$ cat config.mk
export PLATFORM = sky130hd
export DESIGN_NAME = spi_companion_dec
export DESIGN_NICKNAME = d
export VERILOG_FILES = /design/src/rtl/spi_companion_dec.sv
export SDC_FILE = /design/constraint.sdc
export NUM_CORES = 2
export LEC_CHECK = 0
export CORE_MARGIN = 5
export CORE_UTILIZATION = 30
export CTS_CLUSTER_SIZE = 40
export DETAILED_ROUTE_END_ITERATION = 10
export MAX_ROUTING_LAYER = met4
export PLACE_DENSITY_LB_ADDON = 0.1
export SYNTH_ARGS = -nofsm -noshare
export SYNTH_HDL_FRONTEND = slang
export SYNTH_SLANG_ARGS = --single-unit
$ cat constraint.sdc
create_clock -name clk -period 3.85 [get_ports clk]
set_input_delay 0.385 -clock clk [delete_from_list [all_inputs] [get_ports clk]]
set_output_delay 0.385 -clock clk [all_outputs]
set_load 0.03 [all_outputs]
$ cat src/rtl/spi_companion_dec.sv
module spi_companion_dec #(
  parameter int          MEM_AW     = 8,
  parameter int          CREG_AW    = 4,
  parameter int          LATCH_BIT  = 1,
  parameter logic [7:0]  STAT_WMASK = 8'h8C
) (
  input  logic clk,
  input  logic rst_n,
  input  logic cs_n,
  input  logic sck,
  input  logic mosi,
  output logic miso,
  output logic miso_en
);

  localparam int MEM_DEPTH  = 1 << MEM_AW;
  localparam int CREG_DEPTH = 1 << CREG_AW;
  localparam logic [7:0] KEEP_MASK = STAT_WMASK & ~(8'd1 << LATCH_BIT);

  localparam logic [7:0] OP_WREN = 8'h06;
  localparam logic [7:0] OP_WRDI = 8'h04;
  localparam logic [7:0] OP_RDSR = 8'h05;
  localparam logic [7:0] OP_WRSR = 8'h01;
  localparam logic [7:0] OP_READ = 8'h03;
  localparam logic [7:0] OP_WRIT = 8'h02;
  localparam logic [7:0] OP_RDPC = 8'h13;
  localparam logic [7:0] OP_WRPC = 8'h12;

  typedef enum logic [1:0] {PH_OP, PH_ADDR, PH_DATA, PH_IDLE} phase_t;

  logic       sck_d, cs_d;
  logic [2:0] bitcnt;
  logic [6:0] shin;
  phase_t     ph;
  logic [7:0] op;
  logic       opv;
  logic [7:0] addr;
  logic [7:0] txb;
  logic       wel;
  logic [7:0] stat;
  logic       drv, dout;
  logic [7:0] mem  [MEM_DEPTH];
  logic [7:0] creg [CREG_DEPTH];

  wire       sck_rise  = sck & ~sck_d & ~cs_n;
  wire       sck_fall  = ~sck & sck_d & ~cs_n;
  wire       cs_rise   = cs_n & ~cs_d;
  wire [7:0] rx_byte   = {shin, mosi};
  wire       byte_done = sck_rise && (bitcnt == 3'd7);
  wire [7:0] addr_nx   = addr + 8'd1;

  wire is_rd    = (op == OP_RDSR) || (op == OP_READ) || (op == OP_RDPC);
  wire wr_class = (op == OP_WRDI) || (op == OP_WRSR) || (op == OP_WRIT) || (op == OP_WRPC);
  wire [7:0] status_rd = (stat & KEEP_MASK) | ({7'd0, wel} << LATCH_BIT);

  wire in_data = byte_done && (ph == PH_DATA);
  wire mem_we  = in_data && wel && (op == OP_WRIT);
  wire creg_we = in_data && wel && (op == OP_WRPC);

  always_ff @(posedge clk or negedge rst_n) begin
    if (!rst_n) begin
      for (int i = 0; i < MEM_DEPTH; i++) mem[i] <= 8'd0;
      for (int i = 0; i < CREG_DEPTH; i++) creg[i] <= 8'd0;
    end else begin
      if (mem_we)  mem[addr[MEM_AW-1:0]]   <= rx_byte;
      if (creg_we) creg[addr[CREG_AW-1:0]] <= rx_byte;
    end
  end

  always_ff @(posedge clk or negedge rst_n) begin
    if (!rst_n) begin
      sck_d  <= 1'b0;
      cs_d   <= 1'b1;
      bitcnt <= '0;
      shin   <= '0;
      ph     <= PH_OP;
      op     <= '0;
      opv    <= 1'b0;
      addr   <= '0;
      txb    <= '0;
      wel    <= 1'b0;
      stat   <= '0;
      drv    <= 1'b0;
      dout   <= 1'b0;
    end else begin
      sck_d <= sck;
      cs_d  <= cs_n;
      if (cs_n) begin
        bitcnt <= '0;
        ph     <= PH_OP;
        opv    <= 1'b0;
        drv    <= 1'b0;
        if (cs_rise && opv && wr_class) wel <= 1'b0;
      end else begin
        if (sck_fall) begin
          drv  <= (ph == PH_DATA) && is_rd;
          dout <= txb[~bitcnt];
        end
        if (sck_rise) begin
          bitcnt <= bitcnt + 3'd1;
          shin   <= {shin[5:0], mosi};
        end
        if (byte_done) begin
          case (ph)
            PH_OP: begin
              op <= rx_byte;
              case (rx_byte)
                OP_WREN: begin wel <= 1'b1; opv <= 1'b1; ph <= PH_IDLE; end
                OP_WRDI: begin opv <= 1'b1; ph <= PH_IDLE; end
                OP_RDSR: begin opv <= 1'b1; txb <= status_rd; ph <= PH_DATA; end
                OP_WRSR: begin opv <= 1'b1; ph <= PH_DATA; end
                OP_READ, OP_WRIT, OP_RDPC, OP_WRPC: begin
                  opv <= 1'b1;
                  ph  <= PH_ADDR;
                end
                default: begin opv <= 1'b0; ph <= PH_IDLE; end
              endcase
            end
            PH_ADDR: begin
              addr <= rx_byte;
              ph   <= PH_DATA;
              txb  <= (op == OP_RDPC) ? creg[rx_byte[CREG_AW-1:0]]
                                      : mem[rx_byte[MEM_AW-1:0]];
            end
            PH_DATA: begin
              case (op)
                OP_RDSR: ph <= PH_IDLE;
                OP_WRSR: begin
                  if (wel) stat <= rx_byte & KEEP_MASK;
                  ph <= PH_IDLE;
                end
                OP_READ: begin
                  addr <= addr_nx;
                  txb  <= mem[addr_nx[MEM_AW-1:0]];
                end
                OP_RDPC: begin
                  addr <= addr_nx;
                  txb  <= creg[addr_nx[CREG_AW-1:0]];
                end
                default: addr <= addr_nx;
              endcase
            end
            default: ;
          endcase
        end
      end
    end
  end

  assign miso_en = drv;
  assign miso    = drv & dout;

endmodule


# Word-level counts from Yosys, hierarchy flattened
# Cells that the tools add are included.
# word_totals
regBits	2221
latchBits	0
ram_bits	0
rom_bits	0
input_bits	5
output_inout_bits	2
word_cells	418
n_memories	0
# classes
add_sub_neg	2
n_mul	0
div	0
magnitude_cmp	9
n_eq_ne	23
n_shift	0
n_mux	44
bitwise_logic	18
n_reduce_logical	37
# op_table
op	n
2048-bit bitwise mux	1
8-bit binary-select mux with 8-bit select	2
128-bit bitwise mux	1
8-bit 2-to-1 mux	13
8-bit binary-select mux with 4-bit select	2
8-bit demux with 8-bit select	1
8-bit by 3-bit == test with 1-bit output, second input constant	5
8-bit demux with 4-bit select	1
8-bit by 2-bit == test with 1-bit output, second input constant	4
8-bit by 5-bit == test with 1-bit output, second input constant	4
8-bit case mux with 2 select lines	2
9-bit greater-or-equal comparator, second input constant	3
8-bit NOT with 9-bit output	3
8-bit case mux with 3 select lines	1
8-bit by 1-bit == test with 1-bit output, second input constant	2
5-bit greater-or-equal comparator, second input constant	3
4-bit NOT with 5-bit output	3
1-bit 2-to-1 mux	12
2-bit nonzero test	6
1-bit logical AND	10
5-bit AND reduction	2
9-bit by 1-bit less-than comparator with 1-bit output, second input constant	1
8-bit by 1-bit adder with 8-bit output, second input constant	1
8-bit by 2-bit bitwise OR with 8-bit output	1
27 further kinds	49

# Logic depth before layout (Yosys ltp)
# logic_depth
depth_word	7
ltp_mapped	19
mapped_depth_nobuf	11

# Worst setup path after synthesis
# No wires, ideal clock.
# synth_path
path_type	reg-to-reg
from	register addr[0]
to	register txb[0]
setup_time_ps	130
arrival_ps	3948
required_time_ps	3720
setup_slack_ps	-228
stages_incl_launch_ff	19
path_buffers	9
period_less_slack_ps	4078
cell_sequence	dfrtp_1 buf_4 buf_4 buf_4 buf_4 inv_2 ha_1 buf_2 buf_4 buf_4 clkbuf_1 clkbuf_1 mux4_2 nand2_1 a21oi_1 a2111oi_0 o21ai_0 a32oi_1 o21ai_0
# synth_between
elab_chain_cells	7
word_cells_on_any_way	11
cone_classes	1 x add/sub; 8 x mux; 2 x bitwise
# synth_lines
element	line_no	source
start: declaration	37	logic [7:0] addr;
start signal: assignment	120	addr <= rx_byte;
start signal: assignment	133	addr <= addr_nx;
start signal: assignment	137	addr <= addr_nx;
8-bit by 1-bit adder with 8-bit output (*)	50	wire [7:0] addr_nx = addr + 8'd1;
8-bit NOT with 9-bit output (implied by the code) / 4-bit NOT with 5-bit output (equally long branches)	134, 138	
8-bit binary-select mux with 8-bit select / 8-bit binary-select mux with 4-bit select (equally long branches)	134, 138	
8-bit 2-to-1 mux (on tied branches) (2 in a row)	134, 138	
8-bit case mux with 2 select lines (*)	126	case (op)
8-bit case mux with 3 select lines (*)	104	case (ph)
end signal: assignment	122	txb <= (op == OP_RDPC) ? creg[rx_byte[CREG_AW-1:0]]
end signal: assignment	134	txb <= mem[addr_nx[MEM_AW-1:0]];
end signal: assignment	138	txb <= creg[addr_nx[CREG_AW-1:0]];
end: declaration	38	logic [7:0] txb;
# Every way passes the cells marked *; elsewhere a longest branch is shown, timed or not. The select of a mux whose other input is x is not followed.
# A chain may end at the register's enable or synchronous reset.

# Worst setup path in the final report
# layout_path
from	register shin[0]
to	register txb[6]
# layout_between
elab_chain_cells	6
word_cells_on_any_way	13
cone_classes	2 x eq/ne; 8 x mux; 2 x bitwise; 1 x reduce/logical
# layout_lines
element	line_no	source
start: declaration	33	logic [6:0] shin;
start signal: assignment	101	shin <= {shin[5:0], mosi};
8-bit NOT with 9-bit output (implied by the code) / 4-bit NOT with 5-bit output (equally long branches)	123, 122	
8-bit binary-select mux with 8-bit select / 8-bit binary-select mux with 4-bit select (equally long branches)	123, 122	
8-bit 2-to-1 mux (on tied branches) (2 in a row)	123, 122	
8-bit 2-to-1 mux	122	
8-bit case mux with 3 select lines	104	
# Parallel ways exist; a longest one is shown, timed or not. The select of a mux whose other input is x is not followed.

==> metrics.txt <==
post-layout minimum cycle time 3.865 ns; unrepaired setup endpoints after global routing true; Peak Freq 0.2587 GHz; number of global-route vias before repair 82689; slowest CP cell mux4_2; PwrDens 417.7 nW/um^2; clk_skew 0.06334 ns; Max rail drop VDD 0.0004370 V; Core Region 399700 um^2; die height 643.6 um; Seq/Total Area, Yosys 46.15%; Avg Cell Area, Syn 14.93 um^2; Crit Path Category reg -> reg; TritonCTS clock tree done; H-tree lvl count 5; Async S/R FF share, synth 100.0%; Seq cells post-synth 2221; Synth Net Count 8077; Reg clk slew, reported paths 0.06 ns; CP Depth 11; Worst Path Arrival 4.70 ns; FF+latch area 55610 um^2; Worst Setup SP shin[0]; Critical Path Fanout Max 17; FP Rows 232; Final Max Slew Viols 0; clk buf depth 4; Placed Area 133900 um^2; Slew headroom 21.79%; crit path cell chain buf_12, buf_12, buf_16, buf_4, mux4_2, mux4_2, o22ai_1, buf_4, a31oi_1, o221a_1, a221o_1; synth unique cells 89; P&R area growth vs syn 19.41%; FF-to-FF path depth 11; Worst-Skew Late Latency 0.95 ns; Post-DP HPWL 325.9 mm; antenna violation net count after detailed routing 0; number of cells produced by synthesis 8063; R2R Path End txb[6]; total gr overflow 0; # fillers 37940; total iterations of the first detailed-routing run 8; Worst-Margin Slew 1.173 ns; Pleak 62.79 nW; Worst Hold Class in -> async; First DRT Iteration DRCs 6631; final hold violations 0; TritonCTS Buffers 284; Finished Cell Area 143800 um^2; synth warn 0; Worst Path Required 4.69 ns; Reg2Reg Setup Slack -0.02 ns; Total Nets Final 8554; placed cells 13502; commonest non-fill, non-tap cells in the layout dfrtp_1 (2211), mux2_2 (2140), mux4_2 (1165); final setup violation count 1; worst path bufs/invs 5; layout cells sized above 1 56.47%; Critical Path Source Type register; Post-synth top flop dfrtp_1; outcome finished with violations; largest net degree at the start of global routing 140; Hold WS 0.1144 ns; PnR Total Power 0.06006 W; R2R Path Start shin[0]; DRC Markers 0; initial antenna violation count 16; port buffer count 6; fin worst setup slack -0.01541 ns; Final Non-Filler Cells 14036; failing checks negative setup slack; cell family with most CP delay multiplexers; Root Driver clkbuf_16; multi-input logic area 61760 um^2; part of the cycle the worst path needs 100.4%; Synth Cell Area 120400 um^2; I/O Pins 7; Initial Util 30.13%; crit-path max cell delay 0.60 ns; pre-CTS WS -0.6435 ns; DR WL/cell 33.83 um; MaxCap Viol Count 0; Setup crit end kind register; gr usage total 23.23%; Critical Path Sink txb[6]; Total Wirelength 474.8 mm; Via-to-Cell Ratio 5.644; die area 414200 um^2; Num Clock Sinks 2221; chip width 643.6 um; Vias 79223; commonest non-fill, non-tap cell in the layout dfrtp_1; first-pass GRT wire length 676.9 mm; GP Congestion 0.8981; EDFF count, synth 0
flip-flops by register name (all words and copies together) (netlist names), 2 cells and up:
register	count
shin	7
bitcnt	3
mem	2048
op	8
addr	8
txb	8
stat	3
creg	128
ph	2
worst min path at each step:
stage                     slack, ns  startpoint       end  depth (start not counted)
after floorplan                0.09       rst_n   addr[0]                          0
after global placement         0.42       rst_n   mem[28]                          1
after detailed placement       0.43       rst_n   mem[28]                          1
after CTS                      0.06       rst_n  creg[21]                          2
after global routing           0.10       rst_n  creg[21]                          2
final                          0.11       rst_n  creg[21]                          2
cell usage after synthesis, drive strengths merged, types with 3 or more instances:
| cell type | number | share of area (%) |
|---|---|---|
| nand4 | 29 | 0.15 |
| nand2b | 13 | 0.068 |
| o221ai | 22 | 0.16 |
| nor4 | 12 | 0.073 |
| a2111oi | 6 | 0.044 |
| a21oi | 58 | 0.24 |
| nand4b | 3 | 0.022 |
| a221oi | 3 | 0.022 |
| or2 | 7 | 0.036 |
| o22ai | 41 | 0.21 |
| dfrtp | 2220 | 46 |
| buf | 331 | 1.7 |
| clkbuf | 384 | 1.2 |
| o41ai | 3 | 0.022 |
| and3 | 41 | 0.21 |
| ha | 9 | 0.094 |
| mux2i | 152 | 1.3 |
| and2 | 11 | 0.057 |
| nand3 | 154 | 0.65 |
| a32oi | 17 | 0.12 |
| or3 | 5 | 0.026 |
| mux2 | 2140 | 20 |
| and3b | 3 | 0.022 |
| a31oi | 46 | 0.24 |
| o2111ai | 5 | 0.036 |
| nor2 | 342 | 1.8 |
| o31ai | 4 | 0.025 |
| a21o | 5 | 0.031 |
| a211oi | 13 | 0.081 |
| inv | 10 | 0.031 |
| o22a | 3 | 0.022 |
| xnor2 | 9 | 0.065 |
| o21ai | 118 | 0.49 |
| mux4 | 1180 | 22 |
| xor2 | 4 | 0.029 |
| o32ai | 3 | 0.022 |
| nand2 | 538 | 1.7 |
| o211ai | 9 | 0.056 |
| nor2b | 11 | 0.057 |
| a311oi | 28 | 0.20 |
| nor3 | 18 | 0.075 |
| a22oi | 14 | 0.091 |
final cells by class:
type,instances,share of cell area [%]
flip-flops and latches,2221,38.67
clock buffers,419,5.815
clock inverters,85,0.7187
repair buffers,907,7.200
well taps,5265,4.581
inverters,12,0.04002
diodes,13,0.02262
multi-input cells,5114,42.95
timing repair:
item,CTS,global route
setup buffers,10,5
cloned,1,1
pin swaps,3,3
resized for setup,38,18
setup endpoints to repair,8,8
hold endpoints to repair,363,0
hold buffers,1,0
worst reg2reg max path, stage by stage, from the launching register on:
cell and delay (ns):
dfrtp_4 0.52, buf_12 0.22, buf_12 0.13, buf_16 0.21
buf_4 0.23, mux4_2 0.53, mux4_2 0.60, o22ai_1 0.22
buf_4 0.21, a31oi_1 0.28, o221a_1 0.35, a221o_1 0.26
power breakdown:
group | internal (W) | total [W] | switching [W]
sequential | 0.0234 | 0.0235 | 0.000113
combinational | 0.00246 | 0.00915 | 0.00669
clock | 0.0162 | 0.0274 | 0.0112
total | 0.0420 | 0.0601 | 0.0180
logic make-up (layout without fill, tap and decap cells):
logic type / Yosys count / count (layout) / share of synthesized area [%]
xor+xnor: 13 / 13 / 0.09455
simple gates: 1197 / 1197 / 5.035
fa+ha+maj: 9 / 9 / 0.09351
other cells: 0 / 13 / 0
flops: 2221 / 2221 / 46.15
mux: 3472 / 3472 / 43.39
compound gates: 423 / 423 / 2.316
buf+inv: 728 / 1423 / 2.912
layer usage:
layer	track usage [%]	part of all wire, %	vias to the layer above	routed length [um]
met5	-	0	-	0
met4	6.306	3.2	0	15240
met2	35.28	46	2236	218500
met1	32.34	45	44232	215700
met3	3.749	5.3	590	25390
li1	-	-	32165	-
per-stage QoR:
stage	setup TNS (ns)	utilization, %
after detailed placement	-2.277	33.50
after floorplan	0	-
after global routing	-0.06531	35.97
final	-0.01541	35.98
after CTS	-0.01778	35.93
after global placement	-2.447	33.50
Power figures use the tool's default switching activity.
